File: src/rtl/evt_merge_pkg.sv
package evt_merge_pkg;

    localparam int DEF_CH    = 12;
    localparam int DEF_ADC_W = 12;
    localparam int DEF_RNG_W = 2;
    localparam int DEF_DIV   = 6;
    localparam int DEF_LANES = 2;

    typedef enum logic [1:0] {
        PH_IDLE = 2'd0,
        PH_ADC  = 2'd1,
        PH_FE   = 2'd2,
        PH_OUT  = 2'd3
    } phase_e;

    typedef struct packed {
        logic adc_shift;
        logic fe_shift;
        logic emit;
    } strobe_t;

    function automatic int frame_bits(input int nch, input int lanes, input int rec_w);
        return 1 + (nch / lanes) * rec_w;
    endfunction

    function automatic int count_bits(input int max_value);
        return $clog2(max_value + 1);
    endfunction

endpackage

File: src/rtl/evt_seq.sv
module evt_seq
    import evt_merge_pkg::*;
#(
    parameter int ADC_W   = DEF_ADC_W,
    parameter int FE_BITS = DEF_RNG_W + 1,
    parameter int DIV     = DEF_DIV,
    parameter int FRAME_W = 91,
    parameter int CNT_W   = count_bits(FRAME_W)
) (
    input  logic             clk,
    input  logic             rst,
    input  logic             req,
    output logic             busy,
    output logic             adc_csn,
    output logic             adc_sclk,
    output logic             fe_rd,
    output logic             fe_clk,
    output strobe_t          strb,
    output logic [CNT_W-1:0] out_idx
);

    localparam int DIV_W = (DIV > 2) ? $clog2(DIV) : 1;
    localparam int HALF  = DIV / 2;

    phase_e           phase;
    logic [DIV_W-1:0] div;
    logic [CNT_W-1:0] cnt;
    logic             div_last;
    logic             out_last;

    assign div_last = (div == DIV_W'(DIV - 1));
    assign out_last = (phase == PH_OUT) && (cnt == CNT_W'(FRAME_W - 1));

    always_ff @(posedge clk) begin
        if (rst) begin
            phase <= PH_IDLE;
            div   <= '0;
            cnt   <= '0;
        end else begin
            case (phase)
                PH_IDLE: begin
                    if (req) begin
                        phase <= PH_ADC;
                        div   <= '0;
                        cnt   <= '0;
                    end
                end
                PH_ADC: begin
                    if (div_last) begin
                        div <= '0;
                        if (cnt == CNT_W'(ADC_W - 1)) begin
                            cnt   <= '0;
                            phase <= PH_FE;
                        end else begin
                            cnt <= cnt + CNT_W'(1);
                        end
                    end else begin
                        div <= div + DIV_W'(1);
                    end
                end
                PH_FE: begin
                    if (div[0]) begin
                        div <= '0;
                        if (cnt == CNT_W'(FE_BITS - 1)) begin
                            cnt   <= '0;
                            phase <= PH_OUT;
                        end else begin
                            cnt <= cnt + CNT_W'(1);
                        end
                    end else begin
                        div <= div + DIV_W'(1);
                    end
                end
                PH_OUT: begin
                    if (out_last) begin
                        cnt   <= '0;
                        phase <= PH_IDLE;
                    end else begin
                        cnt <= cnt + CNT_W'(1);
                    end
                end
                default: phase <= PH_IDLE;
            endcase
        end
    end

    always_comb begin
        busy           = (phase != PH_IDLE);
        adc_csn        = (phase != PH_ADC);
        adc_sclk       = (phase == PH_ADC) && (div >= DIV_W'(HALF));
        fe_rd          = (phase == PH_FE);
        fe_clk         = (phase == PH_FE) && div[0];
        strb.adc_shift = (phase == PH_ADC) && (div == DIV_W'(HALF - 1));
        strb.fe_shift  = (phase == PH_FE) && div[0];
        strb.emit      = (phase == PH_OUT);
        out_idx        = cnt;
    end

    AST_BUSY_HELD: assert property (@(posedge clk) disable iff (rst)
        (busy && !out_last) |=> busy) else $error("busy dropped early");

    AST_SCLK_SELECTED: assert property (@(posedge clk) disable iff (rst)
        adc_sclk |-> !adc_csn) else $error("adc clock without select");

    AST_SELECT_CLK_LOW: assert property (@(posedge clk) disable iff (rst)
        $fell(adc_csn) |-> !adc_sclk) else $error("adc clock high at select");

    AST_FE_CLK_WINDOW: assert property (@(posedge clk) disable iff (rst)
        fe_clk |-> fe_rd) else $error("fe clock outside window");

    AST_NO_RESTART: assert property (@(posedge clk) disable iff (rst)
        (phase != PH_IDLE) |=> !(phase == PH_ADC && div == '0 && cnt == '0))
        else $error("sequence restarted while busy");

endmodule

File: src/rtl/evt_capture.sv
module evt_capture #(
    parameter int NUM_CH = 12,
    parameter int W      = 12
) (
    input  logic                  clk,
    input  logic                  rst,
    input  logic                  shift,
    input  logic [NUM_CH-1:0]     sdi,
    output logic [NUM_CH*W-1:0]   words
);

    for (genvar ch = 0; ch < NUM_CH; ch++) begin : g_chan
        logic [W-1:0] shreg;

        always_ff @(posedge clk) begin
            if (rst) begin
                shreg <= '0;
            end else if (shift) begin
                shreg <= {shreg[W-2:0], sdi[ch]};
            end
        end

        assign words[ch*W +: W] = shreg;
    end

endmodule

File: src/rtl/evt_lane_fmt.sv
module evt_lane_fmt #(
    parameter int NUM_CH    = 12,
    parameter int NUM_LANES = 2,
    parameter int ADC_W     = 12,
    parameter int FE_BITS   = 3,
    parameter int FRAME_W   = 91,
    parameter int CNT_W     = 7
) (
    input  logic                        clk,
    input  logic                        rst,
    input  logic                        emit,
    input  logic [CNT_W-1:0]            idx,
    input  logic [NUM_CH*ADC_W-1:0]     codes,
    input  logic [NUM_CH*FE_BITS-1:0]   flags,
    output logic [NUM_LANES-1:0]        lane
);

    localparam int REC_W = FE_BITS + ADC_W;
    localparam int PER   = NUM_CH / NUM_LANES;

    logic [CNT_W-1:0] sel;
    assign sel = CNT_W'(FRAME_W - 1) - idx;

    for (genvar ln = 0; ln < NUM_LANES; ln++) begin : g_lane
        logic [FRAME_W-1:0] frame;

        assign frame[FRAME_W-1] = 1'b1;

        for (genvar k = 0; k < PER; k++) begin : g_slot
            localparam int CH = k * NUM_LANES + ln;
            assign frame[FRAME_W-2-k*REC_W -: REC_W] =
                {flags[CH*FE_BITS +: FE_BITS], codes[CH*ADC_W +: ADC_W]};
        end

        assign lane[ln] = emit && frame[sel];
    end

    AST_START_BIT: assert property (@(posedge clk) disable iff (rst)
        (emit && idx == '0) |-> (&lane)) else $error("missing start bit");

endmodule

File: src/rtl/evt_merge_top.sv
module evt_merge_top
    import evt_merge_pkg::*;
#(
    parameter int NUM_CH    = DEF_CH,
    parameter int ADC_W     = DEF_ADC_W,
    parameter int RNG_W     = DEF_RNG_W,
    parameter int SCLK_DIV  = DEF_DIV,
    parameter int NUM_LANES = DEF_LANES
) (
    input  logic                 clk,
    input  logic                 rst,
    input  logic                 rd_req,
    input  logic [NUM_CH-1:0]    adc_sdo,
    input  logic [NUM_CH-1:0]    fe_sdo,
    output logic                 adc_sclk,
    output logic                 adc_csn,
    output logic                 fe_rd,
    output logic                 fe_clk,
    output logic                 busy,
    output logic [NUM_LANES-1:0] out_lane
);

    localparam int FE_BITS = RNG_W + 1;
    localparam int REC_W   = FE_BITS + ADC_W;
    localparam int FRAME_W = frame_bits(NUM_CH, NUM_LANES, REC_W);
    localparam int CNT_W   = count_bits(FRAME_W);

    strobe_t                     strb;
    logic [CNT_W-1:0]            out_idx;
    logic [NUM_CH*ADC_W-1:0]     codes;
    logic [NUM_CH*FE_BITS-1:0]   flags;

    evt_seq #(
        .ADC_W   (ADC_W),
        .FE_BITS (FE_BITS),
        .DIV     (SCLK_DIV),
        .FRAME_W (FRAME_W),
        .CNT_W   (CNT_W)
    ) u_seq (
        .clk      (clk),
        .rst      (rst),
        .req      (rd_req),
        .busy     (busy),
        .adc_csn  (adc_csn),
        .adc_sclk (adc_sclk),
        .fe_rd    (fe_rd),
        .fe_clk   (fe_clk),
        .strb     (strb),
        .out_idx  (out_idx)
    );

    evt_capture #(
        .NUM_CH (NUM_CH),
        .W      (ADC_W)
    ) u_adc_cap (
        .clk   (clk),
        .rst   (rst),
        .shift (strb.adc_shift),
        .sdi   (adc_sdo),
        .words (codes)
    );

    evt_capture #(
        .NUM_CH (NUM_CH),
        .W      (FE_BITS)
    ) u_fe_cap (
        .clk   (clk),
        .rst   (rst),
        .shift (strb.fe_shift),
        .sdi   (fe_sdo),
        .words (flags)
    );

    evt_lane_fmt #(
        .NUM_CH    (NUM_CH),
        .NUM_LANES (NUM_LANES),
        .ADC_W     (ADC_W),
        .FE_BITS   (FE_BITS),
        .FRAME_W   (FRAME_W),
        .CNT_W     (CNT_W)
    ) u_fmt (
        .clk   (clk),
        .rst   (rst),
        .emit  (strb.emit),
        .idx   (out_idx),
        .codes (codes),
        .flags (flags),
        .lane  (out_lane)
    );

    AST_QUIET_IDLE: assert property (@(posedge clk) disable iff (rst)
        !busy |-> (out_lane == '0 && adc_csn && !fe_rd))
        else $error("activity while idle");

endmodule

File: config.mk
export PLATFORM = sky130hd
export DESIGN_NAME = evt_merge_top
export DESIGN_NICKNAME = d
export VERILOG_FILES = /design/src/rtl/evt_merge_pkg.sv /design/src/rtl/evt_seq.sv /design/src/rtl/evt_capture.sv /design/src/rtl/evt_lane_fmt.sv /design/src/rtl/evt_merge_top.sv
export SDC_FILE = /design/constraint.sdc
export NUM_CORES = 1
export LEC_CHECK = 0
export BUFFER_PORTS_ARGS = -buffer_cell sky130_fd_sc_hd__buf_2
export CORE_ASPECT_RATIO = 1.25
export CORE_MARGIN = 2
export CORE_UTILIZATION = 55
export CTS_BUF_LIST = sky130_fd_sc_hd__clkbuf_8 sky130_fd_sc_hd__clkbuf_16
export CTS_CLUSTER_DIAMETER = 150
export DETAILED_ROUTE_END_ITERATION = 8
export PLACE_DENSITY = 0.73
export SYNTH_ARGS = -nofsm -noshare
export SYNTH_HDL_FRONTEND = slang
export SYNTH_SLANG_ARGS = --single-unit
export TNS_END_PERCENT = 50
File: constraint.sdc
create_clock -name clk -period 4.9 [get_ports clk]
set_input_delay 0.49 -clock clk [delete_from_list [all_inputs] [get_ports clk]]
set_output_delay 0.49 -clock clk [all_outputs]
set_load 0.01 [all_outputs]
==> flow_metrics.env <==
export IMPL_postLayoutCellArea_mm2=0.00933
export IMPL_cp_start_kind="flop"
export IMPL_crit_fanout=22
export IMPL_first_global_vias=6415
export IMPL_antenna_found_initial=0
export IMPL_cap_viol_max_count=0
export IMPL_io_buffers=33
export IMPL_top_usage_layer="met2"
export IMPL_grt_use_total_pct=24.4
export IMPL_synthTopCellsByArea="dfxtp_1 45%, nand2_1 17%, a21oi_1 11%"
export IMPL_hold_ws_ns=0.275
export IMPL_rr_worst_depth=8
export IMPL_die_width_um=115
export IMPL_vias=6866
export IMPL_fmax_ghz=0.246
export IMPL_yosysUniqueCellTypes=53
export IMPL_synth_area_mm2=0.00851
export IMPL_synth_edf_count=0
export IMPL_gp_congestion=0.773
export IMPL_overflow=0
export IMPL_fin_crit_sh_pct=83.1
export IMPL_worstSkewPairLatency_ns=0.44
export IMPL_antenna_cells=0
export IMPL_grt_max_degree=134
export IMPL_rsz0062_at_grt="no"
export IMPL_cts_tree="yes"
export IMPL_hold_viol=0
export IMPL_drive_gt1_share_pct=12.2
export IMPL_firstDrtPassIters=7
export IMPL_crit_arrival_ns=3.58
export IMPL_nets=1036
export IMPL_max_vdd_ir_drop_mv=0.202
export IMPL_rows=50
export IMPL_p_per_area_mw_per_mm2=404
export IMPL_clk_pin_slew_ns=0.07
export IMPL_cp_startpoint="u_seq.out_idx[0]$_SDFFE_PP0P_"
export IMPL_cts_hold_buf=0
export IMPL_setup_viol=0
export IMPL_die_area_mm2=0.0165
export IMPL_ys_seq_area_share_pct=45.2
export IMPL_cp_required_ns=4.41
export IMPL_clock_sinks=192
export IMPL_relSlewSlack_pct=35.3
export IMPL_stdcell_count=1221
export IMPL_numCtsBuffers=17
export IMPL_fin_setup_tns_ns=0
export IMPL_crit_path_end="out_lane[1]"
export IMPL_slew_viol_final=0
export IMPL_synth_nets=1052
export IMPL_dpl_cell_area_mm2=0.00871
export IMPL_tightestPinTransition_ns=0.970
export IMPL_routed_via_density=5.62
export IMPL_synthFlopType="dfxtp_1"
export IMPL_die_y_um=143
export IMPL_dp_hpwl_um=11600
export IMPL_final_antenna_net_count=0
export IMPL_avgSynthCellArea_um2=8.38
export IMPL_core_area_mm2=0.0151
export IMPL_dp_cells=1189
export IMPL_async_reset_ff_share_pct=0
export IMPL_grtUsageMet3_pct=5.31
export IMPL_post_cts_buffers=0
export IMPL_syn_to_final_growth_pct=9.60
export IMPL_path_class="reg -> out"
export IMPL_yosys_area_top_type="dfxtp_1"
export IMPL_finalCriticalPeriod_ns=4.07
export IMPL_finalClockSkew_ns=0.0102
export IMPL_yosys_area_top_type_share_pct=45.2
export IMPL_fill_cells=1307
export IMPL_hp_class="in -> reg"
export IMPL_drc=0
export IMPL_grt_pass1_wl_um=31700
export IMPL_routedWlPerCell_um=15.6
export IMPL_h_tree_depth=4
export IMPL_end_kind="output pin"
export IMPL_grt_met2_usage_pct=39.4
export IMPL_gr_usage_met1_pct=32.2
export IMPL_post_cts_resized=0
export IMPL_yosysWarnings=0
export IMPL_drtIter0Drc=524
export IMPL_synth_seq_cells=192
export IMPL_outcome="complete, no violations"
export IMPL_final_core_util_pct=61.9
export IMPL_r2r_slack_ns=2.07
export IMPL_cts_buffer_depth=2
export IMPL_r2r_end="u_seq.out_idx[1]$_SDFFE_PP0P_"
export IMPL_io_pins=34
export IMPL_wirelength_um=19000
export IMPL_p_leak_nw=3.06
export IMPL_cts_root_buf="clkbuf_16"
export IMPL_synthCells=1016
export IMPL_r2r_start="u_seq.phase[1]$_SDFFE_PP0P_"
export IMPL_start_util_pct=56.4
-- kinds of logic after synthesis --
kind of cell               share of synthesized area [%]
muxes                                               13.1
AOI/OAI and AO/OA                                   14.3
and+or+nand+nor                                     20.1
DFF                                                 45.2
buffers and inverters                               4.37
xor gates and xnor gates                            1.66
adders and majority gates                           1.32
-- critical path, cell delays in order, from the launching register on --
cell	delay [ns]
dfxtp_2	0.34
clkinv_1	0.22
ha_2	0.81
buf_4	0.36
mux4_2	0.33
mux4_2	0.46
nor2_1	0.14
a211o_1	0.14
o211ai_1	0.14
buf_2	0.18
-- routing by layer --
layer	vias up	part of all wire [%]
met5	-	0
met4	0	1.9
met3	31	4.7
met2	168	48
met1	3263	45
li1	3404	-
-- registers in the layout, summed over array words and instances, names as in the netlist --
name / flops
u_adc_cap.g_chan.shreg: 144
u_fe_cap.g_chan.shreg: 36
u_seq.out_idx: 7
u_seq.div: 3
u_seq.phase: 2
-- metrics by stage --
stage               power, mW  setup slack (ns)
CTS                      3.79             0.802
global placement         2.36              1.32
floorplan                2.24              1.49
global route             3.91             0.601
detailed placement       2.38              1.28
finish                   3.76             0.828
-- where the power goes --
part	internal (mW)	total, mW	switching, mW
sequential	1.58	1.60	0.0221
clock	0.830	1.43	0.602
combinational	0.297	0.732	0.435
-- cell usage in the layout, fill, tap and decap left out, types with 7 or more instances in the layout --
cell and count:
a21oi_1 192, buf_2 32, buf_4 10, clkbuf_16 17
dfxtp_1 191, ha_1 8, inv_1 7, mux2i_1 8
mux4_2 40, nand2_1 383, nor2_1 25, xor2_1 8
-- cell type report --
cell class / instances / area (µm²) / share of cell area (%)
inverters: 7 / 26.3 / 0.282
flip-flops and latches: 192 / 3840 / 41.2
clock inverters: 13 / 161 / 1.73
multi-input cells: 738 / 4310 / 46.3
clock buffers: 19 / 453 / 4.86
repair buffers: 44 / 267 / 2.86
well taps: 208 / 260 / 2.79
-- synthesized netlist by cell type (4+ instances only) --
library cell	n
mux4_1	5
nand2_1	383
dfxtp_1	192
xor2_1	8
ha_1	9
mux4_2	40
buf_2	9
buf_1	11
inv_1	5
xnor2_1	5
clkbuf_1	51
nand3_1	4
nand4_1	5
o21ai_0	6
nor2_1	25
mux2i_1	8
a21oi_1	192
buf_4	6
-- worst min path at each step --
stage	start	cells past startpoint	endpoint	slack, ns
after global routing	fe_sdo[0]	3	u_fe_cap.g_chan[0].shreg[0]$_SDFFE_PP0P_	0.28
after floorplan	u_fe_cap.g_chan[5].shreg[2]$_SDFFE_PP0P_	2	u_fe_cap.g_chan[5].shreg[2]$_SDFFE_PP0P_	0.43
after global placement	u_adc_cap.g_chan[7].shreg[11]$_SDFFE_PP0P_	2	u_adc_cap.g_chan[7].shreg[11]$_SDFFE_PP0P_	0.44
after detailed placement	u_adc_cap.g_chan[7].shreg[11]$_SDFFE_PP0P_	2	u_adc_cap.g_chan[7].shreg[11]$_SDFFE_PP0P_	0.44
final	fe_sdo[0]	3	u_fe_cap.g_chan[0].shreg[0]$_SDFFE_PP0P_	0.28
after CTS	fe_sdo[0]	3	u_fe_cap.g_chan[0].shreg[0]$_SDFFE_PP0P_	0.26
Power figures use the tool's default switching activity.
